===== config.mk =====
export PLATFORM = sky130hd
export DESIGN_NAME = wr_beat_monitor
export DESIGN_NICKNAME = d
export VERILOG_FILES = /design/src/rtl/wbeat_pkg.sv /design/src/rtl/wbeat_req_fifo.sv /design/src/rtl/wbeat_lane_mask.sv /design/src/rtl/wr_beat_monitor.sv
export SDC_FILE = /design/constraint.sdc
export NUM_CORES = 1
export LEC_CHECK = 0
export ABC_CLOCK_PERIOD_IN_PS = 4550
export BUFFER_PORTS_ARGS = -buffer_cell sky130_fd_sc_hd__buf_2
export CAP_MARGIN = 20
export CORE_ASPECT_RATIO = 1.25
export CORE_MARGIN = 2
export CORE_UTILIZATION = 50
export CTS_BUF_LIST = sky130_fd_sc_hd__clkbuf_8
export DETAILED_ROUTE_END_ITERATION = 7
export HOLD_SLACK_MARGIN = 0.12
export PLACE_DENSITY = 0.7
export SLEW_MARGIN = 5
export SYNTH_ARGS = -nofsm -noshare
export SYNTH_HDL_FRONTEND = slang
export SYNTH_SLANG_ARGS = --single-unit

===== constraint.sdc =====
create_clock -name clk -period 4.55 [get_ports clk]
set_clock_uncertainty 0.2 [all_clocks]
set_input_delay 0.91 -clock clk [delete_from_list [all_inputs] [get_ports clk]]
set_output_delay 0.91 -clock clk [all_outputs]
set_load 0.02 [all_outputs]

===== src/rtl/wbeat_pkg.sv =====
package wbeat_pkg;
  localparam int LEN_W  = 8;
  localparam int SIZE_W = 3;

  typedef enum logic [1:0] {
    BURST_FIXED = 2'd0,
    BURST_INCR  = 2'd1,
    BURST_WRAP  = 2'd2,
    BURST_RSVD  = 2'd3
  } burst_e;
endpackage


===== src/rtl/wbeat_req_fifo.sv =====
module wbeat_req_fifo #(
  parameter int WIDTH = 45,
  parameter int DEPTH = 4
) (
  input  logic             clk,
  input  logic             rst,
  input  logic             push,
  input  logic             pop,
  input  logic [WIDTH-1:0] din,
  output logic [WIDTH-1:0] dout,
  output logic             empty,
  output logic             full
);
  localparam int PTR_W = (DEPTH > 1) ? $clog2(DEPTH) : 1;
  localparam int CNT_W = $clog2(DEPTH + 1);

  logic [WIDTH-1:0] mem [DEPTH];
  logic [PTR_W-1:0] wp, rp;
  logic [CNT_W-1:0] cnt;
  logic             do_push, do_pop;

  assign empty   = (cnt == '0);
  assign full    = (cnt == CNT_W'(DEPTH));
  assign do_pop  = pop && !empty;
  assign do_push = push && (!full || do_pop);
  assign dout    = mem[rp];

  // storage has no reset so it maps onto distributed RAM
  always_ff @(posedge clk) begin
    if (do_push) mem[wp] <= din;
  end

  always_ff @(posedge clk) begin
    if (rst) begin
      wp  <= '0;
      rp  <= '0;
      cnt <= '0;
    end else begin
      if (do_push) wp <= (wp == PTR_W'(DEPTH - 1)) ? '0 : wp + 1'b1;
      if (do_pop)  rp <= (rp == PTR_W'(DEPTH - 1)) ? '0 : rp + 1'b1;
      if (do_push && !do_pop)      cnt <= cnt + 1'b1;
      else if (do_pop && !do_push) cnt <= cnt - 1'b1;
    end
  end
endmodule


===== src/rtl/wbeat_lane_mask.sv =====
module wbeat_lane_mask
  import wbeat_pkg::*;
#(
  parameter int ADDR_W = 32,
  parameter int STRB_W = 4
) (
  input  logic [ADDR_W-1:0] start_addr,
  input  logic [LEN_W-1:0]  len,
  input  logic [SIZE_W-1:0] size,
  input  burst_e            burst,
  input  logic [LEN_W:0]    beat,
  output logic [STRB_W-1:0] mask
);
  localparam int LANE_W = (STRB_W > 1) ? $clog2(STRB_W) : 1;

  logic [ADDR_W-1:0] unit, aligned, step, window, beat_addr;
  logic [LANE_W-1:0] lo;
  logic [STRB_W-1:0] above;

  always_comb begin
    unit    = ADDR_W'(1) << size;
    aligned = start_addr & ~(unit - 1'b1);
    step    = ADDR_W'(beat) << size;
    window  = (ADDR_W'(len) + 1'b1) << size;
    unique case (burst)
      BURST_INCR: beat_addr = (beat == '0) ? start_addr : aligned + step;
      BURST_WRAP: beat_addr = (beat == '0) ? start_addr :
                  ((start_addr & ~(window - 1'b1)) | ((aligned + step) & (window - 1'b1)));
      default:    beat_addr = start_addr;
    endcase
  end

  assign lo    = beat_addr[LANE_W-1:0];
  assign above = ~((STRB_W'(1) << lo) - 1'b1);

  for (genvar g = 0; g < STRB_W; g++) begin : g_lane
    assign mask[g] = (burst == BURST_RSVD) ||
                     (above[g] && (((LANE_W'(g) ^ lo) >> size) == '0));
  end
endmodule


===== src/rtl/wr_beat_monitor.sv =====
module wr_beat_monitor
  import wbeat_pkg::*;
#(
  parameter int ADDR_W      = 32,
  parameter int DATA_W      = 32,
  parameter int MAX_WBURSTS = 4
) (
  input  logic                clk,
  input  logic                rst,
  input  logic                aw_valid,
  input  logic                aw_ready,
  input  logic [ADDR_W-1:0]   aw_addr,
  input  logic [7:0]          aw_len,
  input  logic [2:0]          aw_size,
  input  logic [1:0]          aw_burst,
  input  logic                w_valid,
  input  logic                w_ready,
  input  logic [DATA_W/8-1:0] w_strb,
  input  logic                w_last,
  output logic                count_err_o,
  output logic                strb_err_o,
  output logic                overflow_o,
  output logic                underflow_o
);
  localparam int STRB_W = DATA_W / 8;
  localparam int REQ_W  = ADDR_W + LEN_W + SIZE_W + 2;
  localparam int CNT_W  = LEN_W + 1;

  logic              aw_hs, w_hs, q_empty, q_full, push, pop;
  logic [REQ_W-1:0]  head;
  logic [ADDR_W-1:0] h_addr, c_addr;
  logic [LEN_W-1:0]  h_len, c_len;
  logic [SIZE_W-1:0] h_size, c_size;
  logic [1:0]        h_burst, c_burst;
  logic [STRB_W-1:0] legal;
  logic [CNT_W-1:0]  beat_cnt, early_cnt;
  logic              early_done, bypass, have_addr, resolve, orphan_cnt, orphan_drop;
  logic              cnt_bad, early_bad, strb_bad;

  assign aw_hs = aw_valid && aw_ready;
  assign w_hs  = w_valid && w_ready;
  assign {h_addr, h_len, h_size, h_burst} = head;

  // address for the current beat: queue head, or the same-cycle request
  assign resolve     = aw_hs && early_done;
  assign bypass      = q_empty && aw_hs && !early_done;
  assign have_addr   = !q_empty || bypass;
  assign orphan_drop = w_hs && !have_addr && early_done && !aw_hs;
  assign orphan_cnt  = w_hs && !have_addr && !orphan_drop;

  assign c_addr  = q_empty ? aw_addr  : h_addr;
  assign c_len   = q_empty ? aw_len   : h_len;
  assign c_size  = q_empty ? aw_size  : h_size;
  assign c_burst = q_empty ? aw_burst : h_burst;

  assign push = aw_hs && !resolve && !(bypass && w_hs && w_last);
  assign pop  = w_hs && !q_empty && w_last;

  wbeat_req_fifo #(.WIDTH(REQ_W), .DEPTH(MAX_WBURSTS)) u_fifo (
    .clk(clk), .rst(rst), .push(push), .pop(pop),
    .din({aw_addr, aw_len, aw_size, aw_burst}),
    .dout(head), .empty(q_empty), .full(q_full)
  );

  wbeat_lane_mask #(.ADDR_W(ADDR_W), .STRB_W(STRB_W)) u_mask (
    .start_addr(c_addr), .len(c_len), .size(c_size),
    .burst(burst_e'(c_burst)), .beat(beat_cnt), .mask(legal)
  );

  assign cnt_bad   = w_last ? (beat_cnt != CNT_W'(c_len)) : (beat_cnt >= CNT_W'(c_len));
  assign early_bad = resolve && (early_cnt != CNT_W'(aw_len) + 1'b1);
  assign strb_bad  = |(w_strb & ~legal);

  always_ff @(posedge clk) begin
    if (rst) begin
      beat_cnt    <= '0;
      early_cnt   <= '0;
      early_done  <= 1'b0;
      count_err_o <= 1'b0;
      strb_err_o  <= 1'b0;
      overflow_o  <= 1'b0;
      underflow_o <= 1'b0;
    end else begin
      count_err_o <= (w_hs && have_addr && cnt_bad) || early_bad;
      strb_err_o  <= w_hs && have_addr && strb_bad;
      overflow_o  <= push && q_full && !pop;
      underflow_o <= orphan_drop;

      if (w_hs && (have_addr || orphan_cnt)) begin
        if (w_last)              beat_cnt <= '0;
        else if (beat_cnt != '1) beat_cnt <= beat_cnt + 1'b1;
      end

      if (orphan_cnt && w_last) begin
        early_done <= 1'b1;
        early_cnt  <= (beat_cnt != '1) ? beat_cnt + 1'b1 : beat_cnt;
      end else if (resolve) begin
        early_done <= 1'b0;
      end
    end
  end
endmodule


Yosys cells after proc, flatten, opt, wreduce, memory -nomap -nowiden:

Memories as Yosys holds them, arrays and structs flattened. A register that Yosys moved wholly into a read port is not among the register bits.
Cells that the tools add are included.

* register bits: 30
* memory bits (writable): 180
* input port bits: 56
* output and inout bits: 4
* logic and storage cells: 131
* memories: 1

Memory list
* u_fifo.mem: words 4, bits a word 45, rd ports 1, clocked after memory_dff 1, write ports 1, RTL line wbeat_req_fifo.sv:17 `logic [WIDTH-1:0] mem [DEPTH];`

* $add $sub $neg: 11
* order comparisons: 1
* equality and inequality tests: 9
* shift-type cells: 8
* muxes and demuxes: 20
* bitwise logic cells: 12
* reduce and logical (&&, ||, !) cells: 59

Operators by type and width (number)
* $shl 32x3->2: 1
* $logic_and 1x1->1: 31
* $add 8x1->9 const B: 2
* $mux 9: 2
* $mux 2: 8
* $shr 2x3->2: 4
* $logic_not 1->1: 11
* $add 9x1->9 const B: 1
* $ge 9x8->1: 1
* $logic_not 9->1: 1
* $mux 3: 3
* $ne 9x8->1: 1
* $ne 9x9->1: 1
* $ne 9x9->1 const B: 1
* $shl 9x3->2: 1
* $eq 2x2->1 const B: 4
* $logic_not 2->1: 4
* $logic_or 1x1->1: 8
* $mux 8: 1
* $not 4->4: 2
* $and 2x2->2: 3
* $not 2->2: 3
* $mux 1: 5
* $add 2x1->2 const B: 2
* other kinds (16): 19

Depth between registers and ports, before layout:

Gate-level depths: netlist of the first run.

* word-level depth: 20
* depth in mapped cells: 16

By module:

Synthesis of the first run repeated with hierarchy kept, for this count alone.

* cell total of the unflattened synthesis: 576
* area, all modules: 9357.7 sq um

By module, submodules not included
* wbeat_req_fifo: instances 1, cells each 282, area each 6960.4 sq um, sequential area each 5585.4 sq um
* wr_beat_monitor: instances 1, cells each 250, area each 2077.0 sq um, sequential area each 460.4 sq um
* wbeat_lane_mask: instances 1, cells each 44, area each 320.3 sq um, sequential area each 0.0 sq um

Least setup slack after synthesis of the first run:

Ideal clock, no wire load.

* kind: reg2reg
* from: register u_fifo.cnt[0]
* to: register strb_err_o
* setup time: 0.126 ns
* arrival: 3.677 ns
* slack: 0.547 ns
* stages on the path, launching flop included: 13
* path buffers: 2
* clock period less this slack: 4.003 ns
* path through: dfxtp_1 > or3_1 > clkbuf_1 > clkbuf_1 > o41ai_1 > and2_1 > ha_1 > or4b_1 > a311o_1 > o221ai_2 > mux2_2 > a222oi_1 > o22ai_1

* longest elaborated chain between the ends: 20

Ends and longest elaborated chain
* from (decl): RTL line wbeat_req_fifo.sv:19 `logic [CNT_W-1:0] cnt;`
* from (signal assigned): RTL line wbeat_req_fifo.sv:41 `if (do_push && !do_pop) cnt <= cnt + 1'b1;`
* from (signal assigned): RTL line wbeat_req_fifo.sv:42 `else if (do_pop && !do_push) cnt <= cnt - 1'b1;`
* $logic_not 3->1 *: RTL line wbeat_req_fifo.sv:22 `assign empty = (cnt == '0);`
* branches (longest 18 deep; another with $add 8x1->9)
* $logic_and 1x1->1 *: RTL line wr_beat_monitor.sv:85 `strb_err_o <= w_hs && have_addr && strb_bad;`
* to (signal assigned): RTL line wr_beat_monitor.sv:85
* to (decl): RTL line wr_beat_monitor.sv:21 `output logic strb_err_o,`

Mark *: on every way between the ends.
A chain may end at the register's enable or synchronous reset.

==> flow_summary.ini, run 1 <==
[synthesis]
ys_types = 55
synth-async-reset-ratio_pct = 0
synth.cell_area_sq_um = 4680
synth_top_cell_by_area = edfxtp_1
syn_area_per_cell_sq_um = 11.7
synth_nets = 477
synth_edf_count = 60
yosys_warnings = 0
synth_top_area_share_pct = 38.5
postSynthCellCount = 399
ys_ff_latch = 92
synth.area.top_cells = edfxtp_1 39%, dfxtp_1 14%, mux4_2 5.8%, ha_1 5.6%, nor2_1 3.8%
synthFlopType = edfxtp_1
synth-seq-area-share_pct = 52.2

[setup_path]
cp_cell_sequence = mux4_2, inv_1, nand3_1, o41ai_1, buf_4, and2_1, ha_1, or4b_1, a311o_1, o221ai_2, mux2_2, a222oi_1, o22ai_1
critPathLaunchType = register
cp-endpoint = strb_err_o
cp_slowest_stage_delay_ns = 0.60
cp.depth = 13
setup.worst_path.class = register to register
worstPathMaxFanout = 7
cp_top_family = multiplexers
crit_buf_inv = 2
crit_required_ns = 4.59
worstSetupEndpointType = register
r2r-end = strb_err_o
rrSetupSlack_ns = 0.55
cp_slowest_cell = mux4_2
crit_arrival_ns = 4.05
rr_worst_depth = 13

[global_routing]
grt_max_degree = 31
grt_antenna_before_repair = 0
track_usage_pct = 19.8
grt_pass1_wl_um = 15600
grt_pass1_vias = 3142
grt_overflow = 0

[route]
wire_per_inst_um = 17.0
viasPerCell = 5.75
drt_iter0_markers = 167
routed_wl_um = 9470
via_count = 3196
firstDrtPassIters = 5
post-route-drc-count = 0
ant_nets = 0

[timing]
worst_slew_pin_slew_ns = 0.911
grt_setup_unrepaired = no
setup_viol = 0
slew_headroom_pct = 39.3
tns_ns = 0
period_minus_slack_ns = 4.00
period_share_pct = 88.0
max_freq_mhz = 250
hold_viol_final = 0
drv_slew = 0
worst_slack_ns = 0.546

[pwr]
p_int_mw = 1.31
clockPowerShare_pct = 25.5
p_sw_share_pct = 30.4
pwr_density_cell_nw_per_um2 = 369
power.share.combinational_pct = 24.5
p_switching_mw = 0.575
p_leak_nw = 1.88
power_frac_seq_pct = 50.1
ir_drop_mv = 0.168

[cells_and_area]
final_layout_size_suffix_gt1_share_pct = 14.8
mostFrequentLayoutCells = 60 x edfxtp_1, 47 x nor2_1, 32 x dfxtp_1
final_area_sq_um = 5110
final_common_cell = edfxtp_1
filler_cell_count = 785
fin_cells = 556
syn_to_final_growth_pct = 9.33
nNetsFinal = 506
n_antenna_cell = 0

[floorplan]
initial_utilization_pct = 51.3
pin_count = 60
die_height_um = 112
fp-row-count = 39
coreArea_sq_um = 9130
die_w_um = 90.5
dieArea_sq_um = 10200

[clock_tree]
cts-resized-gates = 0
path_clk_slew_ns = 0.09
cts_tree = done
clk_latency_ns = 0.37
cts_buffers = 9
cts_buffer_depth = 2
cts_setup_buffers = 0
cts-root-buf = clkbuf_8
clock_sinks = 92
cts.hold.buffers_added = 0
htree_levels = 3

[placement]
place_inst = 540
routabilityCongestion = 0.811
preCtsSetupSlack_ns = 0.579
numPortBuffers = 29
post_dp_cell_area_sq_um = 4950
dp_hpwl_um = 6740

[hold_path]
min_path_type = register to register

[status]
status = complete, no violations

[flow_run]
cap_violations = 0
final cells by class:
| class | instances | area [sq um] | area share (%) |
|---|---|---|---|
| Clock buffer | 9 | 124 | 2.42 |
| Sequential cell | 92 | 2440 | 47.7 |
| Timing Repair Buffer | 34 | 183 | 3.57 |
| Clock inverter | 7 | 43.8 | 0.856 |
| Tap cell | 123 | 154 | 3.01 |
| Inverter | 13 | 48.8 | 0.954 |
| Multi-Input combinational cell | 278 | 2120 | 41.4 |
per-stage QoR:
stage | power (mW) | utilization, % | hold WS, ns
global route | 1.98 | 56.1 | 0.347
global placement | 1.41 | 54.2 | 0.301
CTS | 1.90 | 56.1 | 0.319
finish | 1.89 | 56.1 | 0.321
detailed placement | 1.42 | 54.2 | 0.306
floorplan | 1.30 | - | 0.281
power by group through the flow:
| stage | clock network (mW) | registers [mW] | logic (mW) |
|---|---|---|---|
| after global placement | 0 | 0.963 | 0.446 |
| after floorplan | 0 | 0.960 | 0.338 |
| final | 0.481 | 0.945 | 0.462 |
| after CTS | 0.495 | 0.946 | 0.459 |
| after global routing | 0.525 | 0.951 | 0.509 |
| after detailed placement | 0 | 0.965 | 0.456 |
sequential cells by signal (all words and copies together), names as in the netlist, named ones only:
signal	cells
u_fifo.rp	2
beat_cnt	9
strb_err_o	1
u_fifo.mem	60
u_fifo.cnt	3
early_cnt	9
early_done	1
overflow_o	1
count_err_o	1
underflow_o	1
u_fifo.wp	2
cell families after synthesis:
family / count (synthesis) / share of synthesized area, %
muxes: 35 / 12.4
buffers and inverters: 29 / 2.49
xor gates and xnor gates: 20 / 3.74
AOI/OAI and AO/OA: 68 / 9.44
DFF: 92 / 52.2
and+or+nand+nor: 133 / 13.7
adders and majority gates: 22 / 6.04
worst register-to-register path, delay by kind of cell (launching register included):
family / cells / cell delay [ns]
fa+ha+maj: 1 / 0.22
simple gates: 3 / 0.65
buf+inv: 2 / 0.29
compound gates: 5 / 0.94
flops: 1 / 0.59
mux: 2 / 0.98
worst min path at each step:
| stage | cells past startpoint | endpoint | from |
|---|---|---|---|
| 4_1_cts | 2 | early_cnt[3] | early_cnt[3] |
| 2_1_floorplan | 2 | early_cnt[8] | early_cnt[8] |
| 6_report | 2 | early_cnt[4] | early_cnt[4] |
| 3_3_place_gp | 2 | early_cnt[4] | early_cnt[4] |
| 5_1_grt | 2 | early_cnt[7] | early_cnt[7] |
| 3_5_place_dp | 2 | early_cnt[3] | early_cnt[3] |
cell usage after synthesis, types with 5 or more instances:
master	instances
edfxtp_1	60
nor2_1	47
dfxtp_1	32
nand2_1	28
a21oi_1	24
ha_1	21
mux2i_1	17
clkbuf_1	13
inv_1	13
mux4_2	12
nor3_1	12
xnor2_1	12
o21ai_0	10
nand3_1	8
xor2_1	8
a211oi_1	6
and2_1	6
a21o_1	5
and3_1	5
nor4_1	5
or3_1	5
layer usage:
metal	up-vias	part of all wire (%)	GRT usage [%]
li1	1554	-	-
met1	1569	45	26.5
met2	66	50	32.2
met3	7	3.9	3.15
met4	0	1.1	8.31
met5	-	0	0
(Power assumes the default switching activity.)
==> run 2, diff against run 1 <==
- CORE_ASPECT_RATIO: 1.25 -> unset
==> run 2 against run 1 <==
Compared with the run above: sequential share of layout area is 0.22 points lower; global-route usage up 0.80 points; clock-buffer cell count unchanged; largest cell class unchanged.
==> flow_summary.ini, run 2 (same netlist as run 1, synthesis figures left out) <==
[cells_and_area]
largest_reg_flops = 60
top_regs = u_fifo.mem x60, beat_cnt x9, early_cnt x9
syn_to_final_growth_pct = 9.84
regMostFlops = u_fifo.mem
n_antenna_cell = 0
final_core_util_pct = 56.1
mostFrequentLayoutCells = 60 x edfxtp_1, 47 x nor2_1, 32 x dfxtp_1
final_layout_size_suffix_gt1_share_pct = 14.8
final_area_sq_um = 5140
nNetsFinal = 505
final_common_cell = edfxtp_1

[status]
status = complete, no violations

[hold_path]
min_path_type = register to register
whs_path_depth = 2
min_from = early_cnt[1]
hold_end = early_cnt[1]

[clock_tree]
cts-root-buf = clkbuf_8
cts-resized-gates = 0
clk_latency_ns = 0.37
path_clk_slew_ns = 0.10
cts.hold.buffers_added = 0
cts_buffer_depth = 2
cts_tree = done
cts_buffers = 9
cts_setup_buffers = 0
htree_levels = 3
clock_sinks = 92

[global_routing]
grt_max_degree = 31
track_usage_pct = 20.6
grt_pass1_wl_um = 15900
grt_pass1_vias = 3146
grt_overflow = 0
grt_antenna_before_repair = 0

[setup_path]
crit_required_ns = 4.60
crit_arrival_ns = 4.03
cp_slowest_stage_delay_ns = 0.61
rrSetupSlack_ns = 0.56
setup.worst_path.class = register to register
cp_slowest_cell = dfxtp_1
rr_worst_depth = 13
cp_top_family = multiplexers
cp.depth = 13
r2r-end = strb_err_o
critPathLaunchType = register
worstSetupEndpointType = register
crit_buf_inv = 2
worstPathMaxFanout = 7
cp_cell_sequence = mux4_2, inv_1, nand3_1, o41ai_1, buf_4, and2_1, ha_1, or4b_1, a311o_1, o221ai_2, mux2_2, a222oi_1, o22ai_1

[timing]
setup_viol = 0
slew_headroom_pct = 40.0
max_freq_mhz = 251
tns_ns = 0
drv_slew = 0
hold_viol_final = 0
grt_setup_unrepaired = no
period_minus_slack_ns = 3.99
period_share_pct = 87.6
worst_slew_pin_slew_ns = 0.900

[route]
viasPerCell = 5.92
firstDrtPassIters = 4
wire_per_inst_um = 17.7
routed_wl_um = 9630
via_count = 3217
ant_nets = 0
drt_iter0_markers = 189
post-route-drc-count = 0

[pwr]
power.share.combinational_pct = 22.7
p_total_mw = 1.99
p_switching_mw = 0.601
p_int_mw = 1.38
p_leak_nw = 1.90
ir_drop_mv = 0.172
pwr_density_cell_nw_per_um2 = 386
p_sw_share_pct = 30.3
clockPowerShare_pct = 29.7
power_frac_seq_pct = 47.7

[placement]
numPortBuffers = 29
routabilityCongestion = 0.868
dp_hpwl_um = 6850
post_dp_cell_area_sq_um = 4920

[floorplan]
initial_utilization_pct = 51.1
die_w_um = 101
die_height_um = 101
dieArea_sq_um = 10100
coreArea_sq_um = 9150
pin_count = 60
fp-row-count = 35

[flow_run]
cap_violations = 0
run 2: through the flow:
stage                     setup slack, ns  instances  hold slack (ns)
after global routing                0.277        543            0.346
after CTS                           0.527        543            0.324
final                               0.563        543            0.321
after detailed placement            0.553        527            0.309
after floorplan                     0.547        399            0.281
after global placement              0.633        527            0.300
run 2: worst register-to-register path, delay by kind of cell, from the launching register on:
family | cells | cell delay, ns
fa+ha+maj | 1 | 0.23
compound gates | 5 | 0.91
buf+inv | 2 | 0.29
flops | 1 | 0.61
simple gates | 3 | 0.66
mux | 2 | 0.98
run 2: how the worst max path moves through the flow:
stage	from	to	slack [ns]
floorplan	u_fifo.cnt[0]	strb_err_o	0.55
global placement	aw_size[2]	strb_err_o	0.63
detailed placement	register	strb_err_o	0.55
CTS	register	strb_err_o	0.53
global route	register	strb_err_o	0.28
finish	register	strb_err_o	0.56
run 2: power by group through the flow:
| stage | clock network [mW] | logic, mW | registers (mW) |
|---|---|---|---|
| 2_1_floorplan | 0 | 0.338 | 0.960 |
| 5_1_grt | 0.625 | 0.507 | 0.952 |
| 3_3_place_gp | 0 | 0.437 | 0.964 |
| 4_1_cts | 0.596 | 0.454 | 0.947 |
| 3_5_place_dp | 0 | 0.450 | 0.966 |
| 6_report | 0.589 | 0.450 | 0.947 |
run 2: layout make-up:
class | count | area, sq um
Fill cell | 774 | 4010
Sequential cell | 92 | 2440
Multi-Input combinational cell | 278 | 2120
Timing Repair Buffer | 33 | 175
Tap cell | 111 | 139
Clock buffer | 9 | 124
Clock inverter | 7 | 90.1
Inverter | 13 | 48.8
run 2: layer usage:
metal	track usage (%)	vias up	wire [um]
met1	29.1	1574	4470
li1	-	1551	-
met3	2.50	9	497
met4	8.01	0	116
met2	32.6	83	4550
met5	0	-	0
